$ cat src/rtl/booth_pkg.sv
package booth_pkg;

    // Control triple for one radix-4 recoded digit
    typedef struct packed {
        logic zero_n;   // 1: value nonzero
        logic neg;      // 1: value negative
        logic dbl;      // 1: magnitude two
    } booth_ctrl_t;

    localparam booth_ctrl_t CTRL_ZERO = '{zero_n: 1'b0, neg: 1'b0, dbl: 1'b0};
    localparam booth_ctrl_t CTRL_P1   = '{zero_n: 1'b1, neg: 1'b0, dbl: 1'b0};
    localparam booth_ctrl_t CTRL_P2   = '{zero_n: 1'b1, neg: 1'b0, dbl: 1'b1};
    localparam booth_ctrl_t CTRL_M1   = '{zero_n: 1'b1, neg: 1'b1, dbl: 1'b0};
    localparam booth_ctrl_t CTRL_M2   = '{zero_n: 1'b1, neg: 1'b1, dbl: 1'b1};

endpackage

$ cat src/rtl/booth_triplet.sv
module booth_triplet
    import booth_pkg::*;
(
    input  logic [2:0]  trip,
    output booth_ctrl_t ctrl
);

    always_comb begin
        unique case (trip)
            3'b001, 3'b010: ctrl = CTRL_P1;
            3'b011:         ctrl = CTRL_P2;
            3'b100:         ctrl = CTRL_M2;
            3'b101, 3'b110: ctrl = CTRL_M1;
            default:        ctrl = CTRL_ZERO;
        endcase
    end

endmodule

$ cat src/rtl/booth_pp_mux.sv
module booth_pp_mux
    import booth_pkg::*;
#(
    parameter int DIGIT_W = 4
) (
    input  booth_ctrl_t        ctrl,
    input  logic [DIGIT_W-1:0] opd,
    input  logic               opd_low_msb,
    output logic [DIGIT_W-1:0] pp,
    output logic               cor
);

    logic [DIGIT_W:0] ext;
    assign ext = {opd, opd_low_msb};

    for (genvar k = 0; k < DIGIT_W; k++) begin : g_bit
        logic pick;
        // x2 takes the bit one place lower
        assign pick  = ctrl.dbl ? ext[k] : ext[k+1];
        assign pp[k] = ctrl.zero_n & (pick ^ ctrl.neg);
    end

    assign cor = ctrl.zero_n & ctrl.neg;

endmodule

$ cat src/rtl/booth_digit_recoder.sv
module booth_digit_recoder
    import booth_pkg::*;
#(
    parameter  int DIGIT_W = 4,
    localparam int RD      = DIGIT_W / 2
) (
    input  logic                  clk,
    input  logic                  rst_n,
    input  logic                  in_valid,
    input  logic                  word_start,
    input  logic [DIGIT_W-1:0]    b_digit,
    input  logic [DIGIT_W-1:0]    a_digit,
    input  logic                  a_low_msb,
    output logic                  out_valid,
    output logic [RD-1:0]         zero_n,
    output logic [RD-1:0]         neg,
    output logic [RD-1:0]         dbl,
    output logic [RD*DIGIT_W-1:0] pp_bits,
    output logic [RD-1:0]         pp_cor
);

    typedef struct packed {
        logic                          valid;
        logic                          ovl;
        booth_ctrl_t [RD-1:0]          ctrl;
        logic [RD-1:0][DIGIT_W-1:0]    pp;
        logic [RD-1:0]                 cor;
    } state_t;

    state_t st_d, st_q;

    // Overlap bit seen by the lowest triplet
    logic               ovl_eff;
    logic [DIGIT_W:0]   b_ext;

    assign ovl_eff = word_start ? 1'b0 : st_q.ovl;
    assign b_ext   = {b_digit, ovl_eff};

    booth_ctrl_t        ctrl_c [RD];
    logic [DIGIT_W-1:0] pp_c   [RD];
    logic               cor_c  [RD];

    for (genvar j = 0; j < RD; j++) begin : g_slice
        booth_triplet i_trip (
            .trip (b_ext[2*j+2:2*j]),
            .ctrl (ctrl_c[j])
        );

        booth_pp_mux #(.DIGIT_W(DIGIT_W)) i_mux (
            .ctrl        (ctrl_c[j]),
            .opd         (a_digit),
            .opd_low_msb (a_low_msb),
            .pp          (pp_c[j]),
            .cor         (cor_c[j])
        );
    end

    always_comb begin
        st_d       = st_q;
        st_d.valid = in_valid;
        if (in_valid) begin
            st_d.ovl = b_digit[DIGIT_W-1];
            for (int j = 0; j < RD; j++) begin
                st_d.ctrl[j] = ctrl_c[j];
                st_d.pp[j]   = pp_c[j];
                st_d.cor[j]  = cor_c[j];
            end
        end
    end

    always_ff @(posedge clk or negedge rst_n) begin
        if (!rst_n) begin
            st_q <= '0;
        end else begin
            st_q <= st_d;
        end
    end

    assign out_valid = st_q.valid;

    for (genvar j = 0; j < RD; j++) begin : g_out
        assign zero_n[j]                     = st_q.ctrl[j].zero_n;
        assign neg[j]                        = st_q.ctrl[j].neg;
        assign dbl[j]                        = st_q.ctrl[j].dbl;
        assign pp_bits[j*DIGIT_W +: DIGIT_W] = st_q.pp[j];
        assign pp_cor[j]                     = st_q.cor[j];
    end

endmodule

$ cat config.mk
export PLATFORM = sky130hd
export DESIGN_NAME = booth_digit_recoder
export DESIGN_NICKNAME = d
export VERILOG_FILES = /design/src/rtl/booth_pkg.sv /design/src/rtl/booth_triplet.sv /design/src/rtl/booth_pp_mux.sv /design/src/rtl/booth_digit_recoder.sv
export SDC_FILE = /design/constraint.sdc
export NUM_CORES = 1
export LEC_CHECK = 0
export BUFFER_PORTS_ARGS = -buffer_cell sky130_fd_sc_hd__buf_2
export CORE_AREA = 2 2 52 54
export CTS_CLUSTER_DIAMETER = 30
export CTS_CLUSTER_SIZE = 20
export DETAILED_ROUTE_END_ITERATION = 6
export DIE_AREA = 0 0 54 56
export GPL_TIMING_DRIVEN = 0
export PLACE_DENSITY = 0.82
export SYNTH_ARGS = -nofsm -noshare
export SYNTH_HDL_FRONTEND = slang
export SYNTH_SLANG_ARGS = --single-unit
$ cat constraint.sdc
create_clock -name clk -period 2.1 [get_ports clk]
set_clock_uncertainty 0.15 [all_clocks]
set_input_delay 0.21 -clock clk [delete_from_list [all_inputs] [get_ports clk]]
set_output_delay 0.21 -clock clk [all_outputs]
set_load 0.1 [all_outputs]
==> impl_metrics.toml <==
[critical_path]
crit_chain = "dlygate4sd3_1, buf_2, buf_2, nand3_1, nand2_1, a21oi_1, o21ai_1"
r2r-start = "st_q[16]"
crit_path_end_kind = "flop"
critical_path_required_ps = 2140
cpMostUsedCell = "buf_2"
critical_path_class = "input port to flop"
crit_path_start_kind = "input port"
slowest_delay_ps = 530
reg2regPathDepth = 6
r2r-end = "pp_bits[0]"
cp_slowest_cell = "dlygate4sd3_1"
critPathMaxFanout = 10
rrSetupSlack_ps = 590
arrival_ps = 1590

[layout]
diodes = 0
area_delta_synth_final_pct = 19.04
fin_cells = 206
multi_input_area_um2 = 570.5
layout-drive-gt1-share = 0.3466
seq_area_um2 = 400.4
nets = 190
fillCellCount = 226

[grt]
grt_pass1_wl_mm = 4.319
grt_overflow_total = 0
grt_usage = 0.1842
grt_pass1_vias = 989
grt_max_degree = 17
antenna_found_initial = 0

[logic_synthesis]
syn-cell-area_mm2 = 0.001176
synth_most_common_cell = "nor2_1"
synth_edf_count = 0
ys.flop_type = "dfrtp_1"
yosysTopAreaCell = "dfrtp_1"
yosys_warnings = 0
synthArstFlopShare = 1.000
syn_nets = 157
ys_types = 32
ys_top_cells_by_count = "20 x nor2_1, 17 x buf_4, 16 x dfrtp_1"
synth.avg_cell_area_um2 = 8.168
synth.top_cell.area_share = 0.3404
netlist_instances = 144
synth-seq-cells = 16
yosys-top-cells-area = "dfrtp_1 34%, buf_4 11%, nor2_1 6.4%"
seq_area_frac_synth = 0.3404

[route]
wl_per_cell_um = 12.03
postRouteAntennaNets = 0
vias_per_cell = 5.180
drt-initial-drc-count = 37
drc = 0
drtPass1Iterations = 4
wirelength_mm = 2.479
vias = 1067

[pwr]
intPower_uw = 590.8
power_frac_seq = 0.324
switching_share = 0.4724
powerDensity_mw_per_mm2 = 799.7
p_switching_uw = 528.9
clkPwrFrac = 0.186
combPwrFrac = 0.490
vdd_ir_drop_max_mv = 0.3700
p_leak_uw = 0.0006542

[worst_hold_path]
hold_path_depth = 4
hold_class = "input port to flop"
hp-start = "a_digit[3]"
holdPathEnd = "pp_bits[3]"

[clock_tree]
postCtsSetupBuffers = 0
clock_latency_ps = 290
cts_tree = "done"
cts_num_sinks = 16
cts_made_buffers = 3
clockBufferDepth = 2
htree_num_levels = 1
clk_pin_slew_worst_paths_ps = 100
cts_root_buffer = "clkbuf_4"

[floorplan]
die_w_um = 54
core-area_mm2 = 0.002432
rows = 18
die_h_um = 56
dieArea_mm2 = 0.003024
io_pins = 30
start_util = 0.4835

[timing]
worstMarginPinSlew_ps = 490.9
final_hold_viol_count = 0
maxSlewHeadroom = 0.6750
fin_crit_ps = 1554
setup_viol = 0
rsz0062_at_grt = "no"
tns_ps = 0
final_max_slew_viol_count = 0
whs_ps = 119.6
timing.fmax_ghz = 0.6433
post-route-period-util = 0.7402

[run]
maxCapViolCount = 0

[status]
status = "complete, no violations"

[placed_design]
place_inst = 200
io_buffer_count = 26
globalplace.congestion = 0.9376
hpwl_mm = 1.907
==> power groups by stage <==
stage          Sequential [uW]  Combinational, uW  Clock [uW]
6_report                   363                548         209
5_1_grt                    368                581         223
4_1_cts                    363                550         209
3_5_place_dp               370                546           0
3_3_place_gp               368                538           0
2_1_floorplan              372                461           0
==> cell type report <==
type                    count  share of cell area
plain buffers              26              0.1305
clock buffers               4             0.02592
inverters                   6             0.01609
multi-input cells          96              0.4075
flip-flops and latches     16              0.2860
well taps                  30             0.02681
repair buffers             28              0.1072
==> cells in the final DEF, fill, tap and decap left out, types with 5 or more instances in the layout <==
cell       n
buf_2     31
nor2_1    20
buf_4     17
dfrtp_1   16
a21oi_1   12
nand2_1    9
o21ai_0    7
inv_1      6
o22ai_1    5
xnor2_1    5
nand2b_1   5
==> kinds of logic after synthesis <==
kind of cell / Yosys count / share of synthesized area
and+or+nand+nor: 47 / 0.1968
AOI/OAI and AO/OA: 39 / 0.2074
buffers and inverters: 32 / 0.1745
DFF: 16 / 0.3404
xor gates and xnor gates: 6 / 0.04468
muxes: 4 / 0.03617
==> sequential cells by signal (all words and copies together), names as in the netlist <==
signal,count
dbl,2
pp_bits,8
out_valid,1
zero_n,2
st_q,1
neg,2
==> layer usage <==
metal	GRT usage	routed length, um	part of all wire	vias to the layer above
met5	0	0	0	-
met2	0.2700	1207	0.49	31
met4	0.08929	52	0.021	0
li1	-	-	-	542
met1	0.2609	1117	0.45	487
met3	0.02419	102	0.041	7
==> timing repair <==
item,4_1_cts,5_1_grt
hold buffers,2,0
gates resized for setup,0,0
hold endpoints to repair,17,0
==> worst max-delay path: cells and delay by family <==
kind | cells | cell delay [ps]
AO/OA/AOI/OAI | 2 | 230
buffers and inverters | 3 | 830
AND/OR/NAND/NOR | 2 | 320
==> worst max-delay path by stage <==
| stage | from | end | slack [ps] | cells after the start |
|---|---|---|---|---|
| 6_report | in_valid | pp_bits[0] | 550 | 7 |
| 5_1_grt | in_valid | pp_bits[0] | 420 | 7 |
| 4_1_cts | in_valid | pp_bits[0] | 550 | 7 |
| 3_5_place_dp | st_q[16] | pp_bits[0] | 610 | 6 |
| 3_3_place_gp | st_q[16] | pp_bits[0] | 650 | 6 |
| 2_1_floorplan | st_q[16] | pp_bits[0] | 730 | 6 |
==> metrics by stage <==
| stage | power, uW | cell area (um2) | util | setup slack [ps] |
|---|---|---|---|---|
| global route | 1172 | 1400 | 0.5756 | 416.6 |
| detailed placement | 915.6 | 1344 | 0.5525 | 613.7 |
| CTS | 1122 | 1400 | 0.5756 | 545.5 |
| global placement | 905.9 | 1344 | 0.5525 | 649.9 |
| finish | 1120 | 1400 | 0.5756 | 545.6 |
| floorplan | 833.2 | 1176 | - | 731.8 |
(Power assumes the default switching activity.)
